--- src/rtl/pla_pkg.sv ---
`timescale 1ns/1ps
package pla_pkg;

  typedef enum logic {
    ARRAY_PLA = 1'b0,
    ARRAY_PAL = 1'b1
  } arrayKind_e;

  typedef struct packed {
    logic chainClear;
    logic shiftEn;
    logic regClear;
    logic outMask;
  } ctrlStrobe_t;

  function automatic int chainLength(input int nIn, input int nTerms, input int nOut,
                                     input arrayKind_e kind);
    return 2 * nIn * nTerms + ((kind == ARRAY_PLA) ? nOut * nTerms : 0) + nOut;
  endfunction

endpackage

--- src/rtl/pla_ctrl.sv ---
`timescale 1ns/1ps
module pla_ctrl
  import pla_pkg::*;
(
  input  logic        rst,
  input  logic        cfgEn,
  output ctrlStrobe_t strobe
);

  always_comb begin
    strobe.chainClear = rst;
    strobe.shiftEn    = cfgEn & ~rst;
    strobe.regClear   = rst | cfgEn;
    strobe.outMask    = cfgEn & ~rst;
  end

endmodule

--- src/rtl/pla_cfg_chain.sv ---
`timescale 1ns/1ps
module pla_cfg_chain #(
  parameter int LEN = 132
) (
  input  logic           clk,
  input  logic           chainClear,
  input  logic           shiftEn,
  input  logic           cfgBit,
  output logic [LEN-1:0] image
);

  always_ff @(posedge clk) begin
    if (chainClear)   image <= '0;
    else if (shiftEn) image <= {cfgBit, image[LEN-1:1]};
  end

  // image frozen when not shifting
  assert_chain_hold_R7: assert property (@(posedge clk) disable iff (chainClear)
    !shiftEn |=> $stable(image));

  // newest bit enters at the top
  assert_chain_shift_R7: assert property (@(posedge clk) disable iff (chainClear)
    shiftEn |=> image[LEN-1] == $past(cfgBit));

  // reset empties the image
  assert_chain_reset_R9: assert property (@(posedge clk) disable iff (chainClear)
    $past(chainClear) |-> image == '0);

endmodule

--- src/rtl/pla_and_plane.sv ---
`timescale 1ns/1ps
module pla_and_plane #(
  parameter int NUM_IN    = 6,
  parameter int NUM_TERMS = 8
) (
  input  logic [NUM_IN-1:0]             dataIn,
  input  logic [2*NUM_IN*NUM_TERMS-1:0] andCfg,
  output logic [NUM_TERMS-1:0]          termVec
);

  localparam int LIT_W = 2 * NUM_IN;

  logic [LIT_W-1:0] literals;

  for (genvar i = 0; i < NUM_IN; i++) begin : g_lit
    assign literals[2*i]   = dataIn[i];
    assign literals[2*i+1] = ~dataIn[i];
  end

  for (genvar t = 0; t < NUM_TERMS; t++) begin : g_term
    assign termVec[t] = &(literals | ~andCfg[t*LIT_W +: LIT_W]);
  end

endmodule

--- src/rtl/pla_or_plane.sv ---
`timescale 1ns/1ps
module pla_or_plane #(
  parameter int NUM_TERMS = 8,
  parameter int NUM_OUT   = 4
) (
  input  logic [NUM_TERMS-1:0]         termVec,
  input  logic [NUM_OUT*NUM_TERMS-1:0] orMask,
  output logic [NUM_OUT-1:0]           orVec
);

  for (genvar o = 0; o < NUM_OUT; o++) begin : g_sum
    assign orVec[o] = |(termVec & orMask[o*NUM_TERMS +: NUM_TERMS]);
  end

endmodule

--- src/rtl/pla_out_stage.sv ---
`timescale 1ns/1ps
module pla_out_stage #(
  parameter int NUM_OUT = 4
) (
  input  logic               clk,
  input  logic               regClear,
  input  logic               outMask,
  input  logic [NUM_OUT-1:0] orVec,
  input  logic [NUM_OUT-1:0] modeBits,
  output logic [NUM_OUT-1:0] dataOut
);

  logic [NUM_OUT-1:0] regQ;

  always_ff @(posedge clk) begin
    if (regClear) regQ <= '0;
    else          regQ <= orVec;
  end

  always_comb begin
    if (outMask) dataOut = '0;
    else         dataOut = (modeBits & regQ) | (~modeBits & orVec);
  end

  // flops come out of a load or reset empty
  assert_reg_cleared_R8: assert property (@(posedge clk) disable iff (regClear)
    $past(regClear) |-> regQ == '0);

endmodule

--- src/rtl/pla_datapath.sv ---
`timescale 1ns/1ps
module pla_datapath
  import pla_pkg::*;
#(
  parameter int         NUM_IN     = 6,
  parameter int         NUM_TERMS  = 8,
  parameter int         NUM_OUT    = 4,
  parameter arrayKind_e ARRAY_KIND = ARRAY_PLA
) (
  input  logic               clk,
  input  ctrlStrobe_t        strobe,
  input  logic               cfgBit,
  input  logic [NUM_IN-1:0]  dataIn,
  output logic [NUM_OUT-1:0] dataOut
);

  localparam int AND_BITS      = 2 * NUM_IN * NUM_TERMS;
  localparam int MASK_BITS     = NUM_OUT * NUM_TERMS;
  localparam int CHAIN_LEN     = chainLength(NUM_IN, NUM_TERMS, NUM_OUT, ARRAY_KIND);
  localparam int MODE_BASE     = CHAIN_LEN - NUM_OUT;
  localparam int TERMS_PER_OUT = NUM_TERMS / NUM_OUT;

  logic [CHAIN_LEN-1:0] image;
  logic [NUM_TERMS-1:0] termVec;
  logic [MASK_BITS-1:0] orMask;
  logic [NUM_OUT-1:0]   orVec;

  pla_cfg_chain #(.LEN(CHAIN_LEN)) i_chain (
    .clk        (clk),
    .chainClear (strobe.chainClear),
    .shiftEn    (strobe.shiftEn),
    .cfgBit     (cfgBit),
    .image      (image)
  );

  pla_and_plane #(.NUM_IN(NUM_IN), .NUM_TERMS(NUM_TERMS)) i_and (
    .dataIn  (dataIn),
    .andCfg  (image[AND_BITS-1:0]),
    .termVec (termVec)
  );

  if (ARRAY_KIND == ARRAY_PLA) begin : g_routed
    assign orMask = image[AND_BITS +: MASK_BITS];
  end else begin : g_grouped
    for (genvar o = 0; o < NUM_OUT; o++) begin : g_out
      for (genvar t = 0; t < NUM_TERMS; t++) begin : g_trm
        assign orMask[o*NUM_TERMS + t] = ((t / TERMS_PER_OUT) == o) ? 1'b1 : 1'b0;
      end
    end
  end

  pla_or_plane #(.NUM_TERMS(NUM_TERMS), .NUM_OUT(NUM_OUT)) i_or (
    .termVec (termVec),
    .orMask  (orMask),
    .orVec   (orVec)
  );

  pla_out_stage #(.NUM_OUT(NUM_OUT)) i_out (
    .clk      (clk),
    .regClear (strobe.regClear),
    .outMask  (strobe.outMask),
    .orVec    (orVec),
    .modeBits (image[MODE_BASE +: NUM_OUT]),
    .dataOut  (dataOut)
  );

endmodule

--- src/rtl/pla_logic_array.sv ---
`timescale 1ns/1ps
module pla_logic_array
  import pla_pkg::*;
#(
  parameter int         NUM_IN     = 6,
  parameter int         NUM_TERMS  = 8,
  parameter int         NUM_OUT    = 4,
  parameter arrayKind_e ARRAY_KIND = ARRAY_PLA
) (
  input  logic               clk,
  input  logic               rst,
  input  logic               cfgEn,
  input  logic               cfgBit,
  input  logic [NUM_IN-1:0]  dataIn,
  output logic [NUM_OUT-1:0] dataOut
);

  ctrlStrobe_t strobe;

  pla_ctrl i_ctrl (
    .rst    (rst),
    .cfgEn  (cfgEn),
    .strobe (strobe)
  );

  pla_datapath #(
    .NUM_IN     (NUM_IN),
    .NUM_TERMS  (NUM_TERMS),
    .NUM_OUT    (NUM_OUT),
    .ARRAY_KIND (ARRAY_KIND)
  ) i_dp (
    .clk     (clk),
    .strobe  (strobe),
    .cfgBit  (cfgBit),
    .dataIn  (dataIn),
    .dataOut (dataOut)
  );

  // loading silences every output
  assert_out_masked_R8: assert property (@(posedge clk) disable iff (rst)
    cfgEn |-> dataOut == '0);

endmodule

--- config.mk ---
export PLATFORM = sky130hd
export DESIGN_NAME = pla_logic_array
export DESIGN_NICKNAME = d
export VERILOG_FILES = /design/src/rtl/pla_pkg.sv /design/src/rtl/pla_ctrl.sv /design/src/rtl/pla_cfg_chain.sv /design/src/rtl/pla_and_plane.sv /design/src/rtl/pla_or_plane.sv /design/src/rtl/pla_out_stage.sv /design/src/rtl/pla_datapath.sv /design/src/rtl/pla_logic_array.sv
export SDC_FILE = /design/constraint.sdc
export NUM_CORES = 1
export LEC_CHECK = 0
export ABC_AREA = 1
export BUFFER_PORTS_ARGS = -buffer_cell sky130_fd_sc_hd__buf_2
export CORE_MARGIN = 4
export CORE_UTILIZATION = 57
export CTS_CLUSTER_DIAMETER = 100
export DETAILED_ROUTE_END_ITERATION = 6
export PLACE_DENSITY_LB_ADDON = 0.2
export SYNTH_ARGS = -nofsm -noshare
export SYNTH_HDL_FRONTEND = slang
export SYNTH_HIERARCHICAL = 1
export SYNTH_SLANG_ARGS = --single-unit
export TNS_END_PERCENT = 10
--- constraint.sdc ---
create_clock -name clk -period 1.34 [get_ports clk]
set_clock_uncertainty 0.2 [all_clocks]
set_input_delay 0.067 -clock clk [delete_from_list [all_inputs] [get_ports clk]]
set_output_delay 0.067 -clock clk [all_outputs]
set_load 0.1 [all_outputs]
## Yosys cells after proc, flatten, opt, wreduce, memory -nomap -nowiden

Index checks and enable logic that the tools add are counted.

- Bits of input ports: 10
- Register bits after elaboration: 136
- Output and inout port bits: 4
- Logic and storage cells: 48

- Muxes and demuxes: 1
- Bitwise operators: 33
- Reductions and logical operators: 12

Operators by type and width:

| operator | number |
|---|---|
| 12-bit inverter | 8 |
| 12-bit bitwise OR | 8 |
| 12-bit AND reduction | 8 |
| 8-bit bitwise AND | 4 |
| 8-bit OR reduction | 4 |
| 4-bit bitwise AND | 2 |
| 1-bit inverter | 7 |
| 4-bit 2-to-1 mux | 1 |
| 4-bit inverter | 1 |
| 4-bit bitwise OR | 1 |
| 1-bit bitwise AND | 1 |
| 1-bit bitwise OR | 1 |

## Depth between registers and ports, before layout

Gate-level depths: netlist (run 1).

- Word-level depth: 8
- Gate-level depth with buffers: 13
- Mapped depth without buffers: 12

## Hierarchy

Netlist (run 1), hierarchy kept.

By module, submodules not included:

| module | area an instance (um2) | cells an instance | seq. area each (um2) | times used |
|---|---|---|---|---|
| pla_cfg_chain | 5531.6 | 836 | 2642.5 | 1 |
| pla_and_plane | 773.2 | 187 | 0.0 | 1 |
| pla_or_plane | 225.2 | 60 | 0.0 | 1 |
| pla_out_stage | 188.9 | 33 | 80.1 | 1 |
| pla_ctrl | 30.0 | 6 | 0.0 | 1 |

## Worst setup path before layout (run 1)

OpenSTA, ideal clock, no wires.

- Path type: register -> output
- Start: register i_dp.i_chain.image[1]
- End: output port dataOut[0]
- Path slack: -1.158 ns
- Stages on the path, launching flop included: 12
- Required time: 1.073 ns
- Arrival: 2.231 ns
- Buffers on the path: 0
- Cells stage by stage: dfxtp_1 -> nand2_1 -> nand2_1 -> nor2_1 -> nand2_1 -> nor2_1 -> nand2_1 -> nand2_1 -> nor2_1 -> nand2_1 -> nor2_1 -> nor2_1

- Cells in the longest elaborated chain, start to end: 8

RTL lines:

| what | RTL line | text |
|---|---|---|
| start: declaration | pla_cfg_chain.sv:9 | `output logic [LEN-1:0] image` |
| start signal: assignment | pla_cfg_chain.sv:14 | `else if (shiftEn) image <= {cfgBit, image[LEN-1:1]};` |
| 12-bit inverter | pla_and_plane.sv:21 | `assign termVec[t] = &(literals \| ~andCfg[t*LIT_W +: LIT_W]);` |
| 12-bit bitwise OR | pla_and_plane.sv:21 |  |
| 12-bit AND reduction | pla_and_plane.sv:21 |  |
| via i_dp.termVec[0] | pla_datapath.sv:24 | `logic [NUM_TERMS-1:0] termVec;` |
| 8-bit bitwise AND | pla_or_plane.sv:12 | `assign orVec[o] = \|(termVec & orMask[o*NUM_TERMS +: NUM_TERMS]);` |
| 8-bit OR reduction | pla_or_plane.sv:12 |  |
| via i_dp.orVec[0] | pla_datapath.sv:26 | `logic [NUM_OUT-1:0] orVec;` |
| 4-bit bitwise AND | pla_out_stage.sv:22 | `else dataOut = (modeBits & regQ) \| (~modeBits & orVec);` |
| 4-bit bitwise OR | pla_out_stage.sv:22 |  |
| 4-bit 2-to-1 mux | pla_out_stage.sv:21 | `if (outMask) dataOut = '0;` |
| end: declaration | pla_logic_array.sv:15 | `output logic [NUM_OUT-1:0] dataOut` |

The timed path passes the listed nets, and every way through them passes these cells.

## Worst setup path after layout (run 1)

- Start: register i_dp.i_chain.image[12]
- End: output port dataOut[0]

Same word-level chain as after synthesis.

==> impl_metrics.tcl, run 1 <==
set metrics [dict create \
    comb_power_share_pct 19.5 \
    drv_slew 0 \
    tightest_slew_ns 0.381 \
    insertedDiodeCount 0 \
    outcome "finished with violations" \
    dp.cells 1350 \
    fmax_mhz 456 \
    whs_path_depth 6 \
    finalSetupViolCount 9 \
    syn_area_per_cell_sq_um 6.02 \
    grt_overflow_total 0 \
    cp_cell_sequence "nand2_1 -> nand2_1 -> nor2_1 -> nand2_1 -> nor2_4 -> nand2_1 -> nand2_1 -> nor2_2 -> nand2_2 -> nor2_2 -> nor2_4 -> buf_12" \
    drive_gt1_share_pct 19.2 \
    min_from "rst" \
    r2r-start "i_dp/i_chain/image[12]" \
    crit_fanout 4 \
    yosysWarnings 6 \
    hold_end "i_dp/i_chain/image[119]" \
    reg2reg_slack_ns -0.30 \
    row_count 39 \
    start_util_pct 58.6 \
    grt_pass1_wl_um 26500 \
    synth_cells 1122 \
    critPathMostFrequentCell "nand2_1" \
    clk_latency_ns 0.42 \
    grt_antenna_before_repair 0 \
    hpwl_um 10400 \
    final_nets 1245 \
    pwr_density_cell_mw_per_mm2 1300 \
    ir_drop_uv 951 \
    tritoncts "built" \
    coreArea_sq_mm 0.0115 \
    grt_pass1_vias 5949 \
    syn_to_final_growth_pct 25.9 \
    required_ns 1.07 \
    avgViaCountPerCell 4.58 \
    cts-root-buf "clkbuf_16" \
    die_y_um 117 \
    setup_ws_ns -0.852 \
    pin_count 14 \
    grt_max_degree 48 \
    worst_path_max_delay_cell "dfxtp_2" \
    slew_headroom_pct 74.6 \
    wl_um 15600 \
    power.leakage_nw 4.25 \
    max_cap_violations 0 \
    whs_ns -0.0294 \
    p_seq_share_pct 40.6 \
    period_share_pct 164 \
    dr.pass1.iters 5 \
    end_kind "primary output" \
    final_cells 1391 \
    arrival_ns 1.93 \
    drc 0 \
    worstHoldPathType "input pin to register" \
    clk_pin_slew_ns 0.06 \
    via_count 6365 \
    cp_slowest_stage_delay_ns 0.33 \
    gp_congestion 0.831 \
    ff2ff_path_depth 12 \
    synth_nets 1132 \
    switching_share_pct 28.7 \
    synth.ff_latch_count 136 \
    hold_viol_final 2 \
    power_switching_mw 3.16 \
    die_x_um 117 \
    intPower_mw 7.84 \
    ys_seq_area_share_pct 40.3 \
    r2r-end "i_dp/i_out/regQ[3]" \
    post-place-ws_ns -0.488 \
    total_power_mw 11.0 \
    violations "hold timing, setup timing" \
    synthesis.area_sq_mm 0.00675 \
    grt_use_total_pct 24.6 \
    ys_types 16 \
    fin_crit_ns 2.19 \
    critPathLaunchType "register" \
    path_class "register to primary output" \
    portBuffers 13 \
    tns_ns -4.78 \
    ant_nets 0 \
    drtIter0Drc 412 \
    clock-sinks 136 \
    htree_levels 4 \
    clockPowerShare_pct 39.9 \
    rsz0062_at_grt "yes" \
    wl_per_cell_um 11.2 \
    clock_path_buffers 2 \
    die-area_sq_mm 0.0136 \
    numCtsBuffers 17 \
]
==> layout by cell type (no fill, tap or decap) <==
cell	instances
nand2_2	13
nand3_1	4
buf_12	15
o21ai_2	5
inv_1	150
nand2_1	440
nor2_1	277
inv_2	6
dfxtp_2	8
clkinv_4	2
nor2_2	19
o21ai_1	3
buf_4	114
buf_6	1
dfxtp_1	127
clkinvlp_4	4
dlygate4sd3_1	6
clkbuf_8	2
dfxtp_4	1
buf_2	9
clkbuf_16	17
inv_4	1
clkbuf_1	1
nor2_4	13
nand3_2	4
bufinv_16	1
clkinv_2	5
==> registers in the layout, indices dropped and copies added, names as in the netlist <==
register            flops
i_dp/i_out/regQ         4
i_dp/i_chain/image    132
==> worst max-delay path: cells and delay by family (launching register included) <==
family	cells	cell delay, ns
and+or+nand+nor	11	0.96
DFF	1	0.33
buffers and inverters	1	0.18
==> cells by family after synthesis <==
logic type,after synthesis,share of synthesized area [%]
flops,136,40.3
simple gates,770,43.6
buf+inv,208,15.4
compound gates,8,0.705
==> routing by layer <==
layer	global-route usage (%)	part of all wire, %
met4	9.71	2.1
met2	42.1	48
met5	0	0
met3	5.81	3.5
met1	30.0	47
==> layout make-up <==
type,instances,area [sq um]
well taps,143,179
clock buffers,20,457
multi-input cells,778,3160
clock inverters,12,103
flip-flops and latches,136,2740
repair buffers,145,1270
fillers,943,3020
inverters,157,592
==> metrics by stage <==
step                      instance area, sq um  utilization (%)
after global routing                      8500             73.8
after CTS                                 8360             72.6
final                                     8500             73.8
after detailed placement                  7730             67.1
after floorplan                           6810                -
after global placement                    7730             67.1
==> power groups by stage <==
stage                     Clock, mW  Combinational [mW]  Sequential, mW
after global routing           4.67                2.39            4.50
after CTS                      4.46                2.04            4.46
final                          4.39                2.14            4.47
after global placement            0                1.95            4.54
after floorplan                   0                1.33            4.53
after detailed placement          0                1.98            4.54
==> synth_stat cells <==
library cell  count  area [sq um]
nor2_1          299          1120
nor2_2           10          62.6
inv_1           151           567
dfxtp_1         136          2720
buf_2             9          45.0
buf_6            22           248
inv_2             6          22.5
clkbuf_8          4          55.1
nand2_2           2          12.5
buf_1             5          18.8
nand2_1         451          1690
o21ai_1           6          30.0
buf_4            11          82.6
o21ai_2           2          17.5
nand3_2           2          20.0
nand3_1           6          30.0
==> how the worst max path moves through the flow <==
stage	slack, ns	start	cells past startpoint	to
2_1_floorplan	-0.35	i_dp/i_chain/image[59]	11	dataOut[0]
3_3_place_gp	-0.46	dataIn[5]	12	dataOut[0]
3_5_place_dp	-0.49	dataIn[5]	12	dataOut[0]
4_1_cts	-0.89	i_dp/i_chain/image[57]	12	dataOut[0]
5_1_grt	-0.95	i_dp/i_chain/image[12]	12	dataOut[0]
6_report	-0.85	i_dp/i_chain/image[12]	12	dataOut[0]
==> what timing repair did <==
action,4_1_cts,5_1_grt
gates resized for setup,7,34
hold buffers,4,3
buffers inserted,0,3
hold endpoints to repair,20,6
setup endpoints to repair,8,140
gates cloned,0,0
pin swaps,0,35
(Power assumes the default switching activity.)
==> inputs of run 2 (changes only) <==
Settings changed: ABC_AREA 1 to default, CORE_UTILIZATION 57 to 56.
==> impl_metrics.tcl, run 2 <==
set metrics [dict create \
    path_class "register to primary output" \
    synth_area_leaders "dfxtp_1, mux2i_1, nor2_1" \
    yosysWarnings 6 \
    row_count 36 \
    async_reset_ff_share_pct 0 \
    yosysMostFrequentCell "mux2i_1" \
    grt_max_degree 77 \
    die-area_sq_mm 0.0119 \
    clockPowerShare_pct 50.5 \
    p_seq_share_pct 44.0 \
    grt_overflow_total 0 \
    final_area_sq_mm 0.00793 \
    syn_area_per_cell_sq_um 10.4 \
    finalSetupViolCount 100 \
    critPathLaunchType "register" \
    final_common_cell "mux2i_1" \
    rsz0062_at_grt "yes" \
    gp_congestion 0.802 \
    synth_top_area_share_pct 47.6 \
    cts-root-buf "clkbuf_8" \
    setup_ws_ns -1.25 \
    ant_nets 0 \
    final_cell_mix "mux2i_1, buf_4, nor2_1, dfxtp_1, clkbuf_16" \
    drc 0 \
    start_util_pct 58.0 \
    comb_power_share_pct 5.5 \
    grt_use_total_pct 24.0 \
    pwr_density_cell_mw_per_mm2 1160 \
    synth.ff_latch_count 136 \
    htree_levels 4 \
    pin_count 14 \
    ys.flop_type "dfxtp_1" \
    die_x_um 109 \
    fillerInstances 550 \
    ys_seq_area_share_pct 47.6 \
    place_area_sq_mm 0.00703 \
    whs_path_depth 5 \
    synth_top_area_cell "dfxtp_1" \
    tritoncts "built" \
    grt_antenna_before_repair 0 \
    slew_headroom_pct 61.8 \
    final_nets 714 \
    largest_reg_flops 132 \
    multi_input_area_sq_mm 0.00291 \
    synth_edf_count 0 \
    synth_cells 550 \
    switching_share_pct 21.1 \
    clock_path_buffers 2 \
    drtIter0Drc 291 \
    whs_ns -0.123 \
    clk_pin_slew_ns 0.06 \
    dr.pass1.iters 5 \
    synth_nets 560 \
    synthTopCellsByCount "mux2i_1, dfxtp_1, nor2_1, a22oi_1, nand2_1" \
    die_y_um 109 \
    tightest_slew_ns 0.573 \
    drv_slew 0 \
    clock-sinks 136 \
    portBuffers 13 \
    insertedDiodeCount 0 \
    reg_top3 "i_dp/i_chain/image x132, i_dp/i_out/regQ x4" \
    seq_area_sq_mm 0.00273 \
    power.leakage_nw 3.49 \
    numCtsBuffers 17 \
    drive_gt1_share_pct 34.7 \
    syn_to_final_growth_pct 38.6 \
    violations "hold timing, setup timing" \
    max_cap_violations 0 \
    period_share_pct 194 \
    worstHoldPathType "input pin to register" \
    ys_types 22 \
    clk_latency_ns 0.53 \
    ff2ff_path_depth 6 \
    via_count 4636 \
    wl_per_cell_um 17.3 \
    power_switching_mw 1.94 \
    fmax_mhz 385 \
    ir_drop_uv 879 \
    grt_pass1_vias 4621 \
    coreArea_sq_mm 0.00986 \
    outcome "finished with violations" \
    fin_crit_ns 2.59 \
    end_kind "primary output" \
    synthesis.area_sq_mm 0.00572 \
    hold_viol_final 18 \
    top_register "i_dp/i_chain/image" \
    intPower_mw 7.27 \
    grt_pass1_wl_um 21900 \
    required_ns 1.07 \
    hpwl_um 8590 \
    wl_um 14700 \
    avgViaCountPerCell 5.45 \
    crit_fanout 4 \
    arrival_ns 2.33 \
]
==> run 2: cell types whose count changed in the layout (fill, tap and decap cells not counted), sizes merged, moves of 13 or more <==
cell / previous run / this run
nor2b: 0 / 13
nor2: 309 / 136
inv: 157 / 1
a22oi: 0 / 16
nand2: 453 / 15
buf: 139 / 169
mux2i: 0 / 172
==> run 2: final cells by class <==
cell class	count	share of cell area, %
Multi-Input combinational cell	375	36.7
Sequential cell	136	34.5
Timing Repair Buffer	173	19.1
Clock buffer	25	6.49
Tap cell	133	2.10
Clock inverter	7	1.11
Inverter	1	0.0474
==> run 2: worst paths after layout <==
| kind | startpoint | end | slack (ns) |
|---|---|---|---|
| min | rst | i_dp/i_chain/image[115] | -0.12 |
| min reg2reg | i_dp/i_chain/image[0] | i_dp/i_chain/image[0] | 0.32 |
| max reg2reg | i_dp/i_chain/image[62] | i_dp/i_out/regQ[0] | -0.42 |
| max | i_dp/i_chain/image[62] | dataOut[2] | -1.25 |
==> run 2: routing by layer <==
layer	share of wire, %	wire length (um)	global-route usage [%]
met1	42	6180	28.7
met2	51	7450	41.5
met3	5.4	799	6.69
met4	2.0	291	8.03
met5	0	0	0
==> run 2: timing repair <==
action,CTS,global route
hold endpoints to repair,97,28
gates resized for setup,13,35
hold buffers,3,2
cloned,0,1
setup endpoints to repair,8,137
pin swaps,10,15
setup buffers,0,5
==> run 2: cell families (layout without fill, tap and decap cells) <==
family / after synthesis / after routing / share of synthesized area [%]
AND/OR/NAND/NOR: 178 / 178 / 13.0
flip-flops: 136 / 136 / 47.6
buffers and inverters: 39 / 206 / 5.36
AO/OA/AOI/OAI: 25 / 25 / 3.92
multiplexers: 172 / 172 / 30.1
==> run 2: critical path: stages, from the launching register on <==
cell and delay [ns]:
dfxtp_2 0.32, nor2b_4 0.13, a2111oi_4 0.34, and4_4 0.33, a22oi_1 0.10, nand4_1 0.12, mux2i_2 0.10, nor2_4 0.15
buf_12 0.18
==> run 2: power by group through the flow <==
stage	combinational, mW	clock, mW	sequential, mW
after floorplan	0.336	0	4.14
after global placement	0.448	0	4.14
after detailed placement	0.455	0	4.14
final	0.506	4.65	4.05
after global routing	0.527	4.91	4.05
after CTS	0.465	4.71	4.05
==> run 2: metrics by stage <==
stage	worst slack [ns]	util [%]	setup TNS, ns	cells	total power, mW
floorplan	-0.695	-	-64.16	550	4.47
global placement	-0.754	71.2	-4.79	809	4.58
detailed placement	-0.807	71.2	-5.32	809	4.59
CTS	-1.22	78.0	-9.53	844	9.22
global route	-1.34	80.3	-24.78	850	9.49
finish	-1.25	80.3	-20.46	850	9.21
==> inputs of run 3 (changes only) <==
Settings changed: BUFFER_PORTS_ARGS -buffer_cell sky130_fd_sc_hd__buf_2 to -buffer_cell sky130_fd_sc_hd__buf_4, REMOVE_ABC_BUFFERS from default to 1.
==> impl_metrics.tcl, run 3 (synthesized netlist as in run 2, its figures left out) <==
set metrics [dict create \
    end_kind "primary output" \
    finalSetupViolCount 8 \
    syn_to_final_growth_pct 34.6 \
    r2r-start "i_dp/i_chain/image[86]" \
    avgViaCountPerCell 5.40 \
    max_cap_violations 0 \
    violations "setup timing" \
    row_count 36 \
    wl_um 14800 \
    clock-sinks 136 \
    whs_path_depth 6 \
    path_class "register to primary output" \
    fillerInstances 574 \
    clockPowerShare_pct 47.6 \
    grt_pass1_vias 4684 \
    via_count 4517 \
    rsz0062_at_grt "yes" \
    crit_fanout 4 \
    slew_headroom_pct 65.4 \
    hold_viol_final 0 \
    multi_input_area_sq_mm 0.00285 \
    p_seq_share_pct 46.5 \
    grt_pass1_wl_um 22400 \
    reg2reg_slack_ns -0.47 \
    switching_share_pct 21.7 \
    ir_drop_uv 877 \
    hpwl_um 8850 \
    drtIter0Drc 327 \
    numCtsBuffers 17 \
    die_x_um 109 \
    power.leakage_nw 3.39 \
    place_area_sq_mm 0.00686 \
    dr.pass1.iters 5 \
    power_switching_mw 1.89 \
    die_y_um 109 \
    drive_gt1_share_pct 30.4 \
    reg_top3 "i_dp/i_chain/image x132, i_dp/i_out/regQ x4" \
    gp_congestion 0.831 \
    arrival_ns 2.36 \
    clk_latency_ns 0.54 \
    wl_per_cell_um 17.7 \
    post-place-ws_ns -0.747 \
    grt_use_total_pct 24.8 \
    grt_max_degree 61 \
    r2r-end "i_dp/i_out/regQ[1]" \
    pin_count 14 \
    setup_ws_ns -1.29 \
    drc 0 \
    htree_levels 4 \
    tritoncts "built" \
    grt_antenna_before_repair 0 \
    largest_reg_flops 132 \
    final_cell_mix "mux2i_1, buf_4, nor2_1, dfxtp_1, clkbuf_16" \
    final_common_cell "mux2i_1" \
    hold_end "i_dp/i_chain/image[21]" \
    fmax_mhz 381 \
    worstHoldPathType "input pin to register" \
    utilization_pct 78.0 \
    comb_power_share_pct 5.9 \
    top_register "i_dp/i_chain/image" \
    clk_pin_slew_ns 0.06 \
    ff2ff_path_depth 7 \
    tightest_slew_ns 0.518 \
    die-area_sq_mm 0.0119 \
    drv_slew 0 \
    intPower_mw 6.82 \
    required_ns 1.07 \
    period_share_pct 196 \
    clock_path_buffers 2 \
    outcome "finished with violations" \
    start_util_pct 58.0 \
    pwr_density_cell_mw_per_mm2 1130 \
    seq_area_sq_mm 0.00273 \
    insertedDiodeCount 0 \
    cts-root-buf "clkbuf_8" \
    final_area_sq_mm 0.00770 \
    whs_ns 0.0148 \
    critPathLaunchType "register" \
    final_nets 703 \
    min_from "rst" \
    ant_nets 0 \
    portBuffers 13 \
    grt_overflow_total 0 \
    fin_crit_ns 2.63 \
    total_power_mw 8.71 \
    coreArea_sq_mm 0.00986 \
]
[run 3: changes by cell type in the layout (fill, tap and decap cells not counted), moves of 4 or more]
cell,before,now
nor2_1,132,136
buf_4,144,137
buf_2,8,0
mux2i_1,165,171
mux2i_2,7,0
nor2_4,4,0
buf_6,1,6
[run 3: cell type report]
| type | count | share of cell area, % |
|---|---|---|
| Sequential cell | 136 | 35.5 |
| Inverter | 1 | 0.0488 |
| Clock buffer | 26 | 6.60 |
| Timing Repair Buffer | 162 | 18.5 |
| Multi-Input combinational cell | 375 | 37.1 |
| Tap cell | 133 | 2.16 |
| Clock inverter | 3 | 0.195 |
[run 3: critical path, stage by stage (launching register included)]
cell and delay, ns:
dfxtp_2 0.32, nor2b_4 0.12, a2111oi_4 0.31, and4_4 0.33, a22oi_2 0.08, nand4_1 0.16
mux2i_1 0.10, nor2_1 0.14, buf_6 0.25
[run 3: what timing repair did]
item | in CTS | in global routing
cloned | 0 | 1
hold buffers | 3 | 5
hold endpoints to repair | 31 | 16
pin swaps | 16 | 15
setup endpoints to repair | 8 | 127
buffers inserted | 1 | 5
gates resized for setup | 28 | 16
[run 3: power groups by stage]
| stage | Clock [mW] | Sequential (mW) | Combinational, mW |
|---|---|---|---|
| global placement | 0 | 4.14 | 0.456 |
| floorplan | 0 | 4.14 | 0.330 |
| finish | 4.15 | 4.05 | 0.516 |
| CTS | 4.19 | 4.05 | 0.474 |
| global route | 4.38 | 4.05 | 0.535 |
| detailed placement | 0 | 4.14 | 0.462 |
[run 3: per-layer routing]
layer  part of all wire [%]  wire, um  track usage [%]
met1                     42      6200             28.8
met2                     50      7430             42.8
met3                    5.0       736             8.58
met4                    2.8       416             7.66
met5                      0         0                0
[run 3: worst max-delay path by stage]
stage	startpoint	end
3_3_place_gp	i_dp/i_chain/image[62]	dataOut[0]
2_1_floorplan	rst	dataOut[0]
6_report	i_dp/i_chain/image[62]	dataOut[0]
3_5_place_dp	i_dp/i_chain/image[62]	dataOut[3]
5_1_grt	i_dp/i_chain/image[86]	dataOut[1]
4_1_cts	i_dp/i_chain/image[16]	dataOut[0]
[run 3: through the flow]
stage	std cells	TNS (ns)
after floorplan	512	-1127.44
after global placement	794	-4.17
after detailed placement	794	-4.99
after CTS	827	-8.34
after global routing	836	-7.36
final	836	-6.64
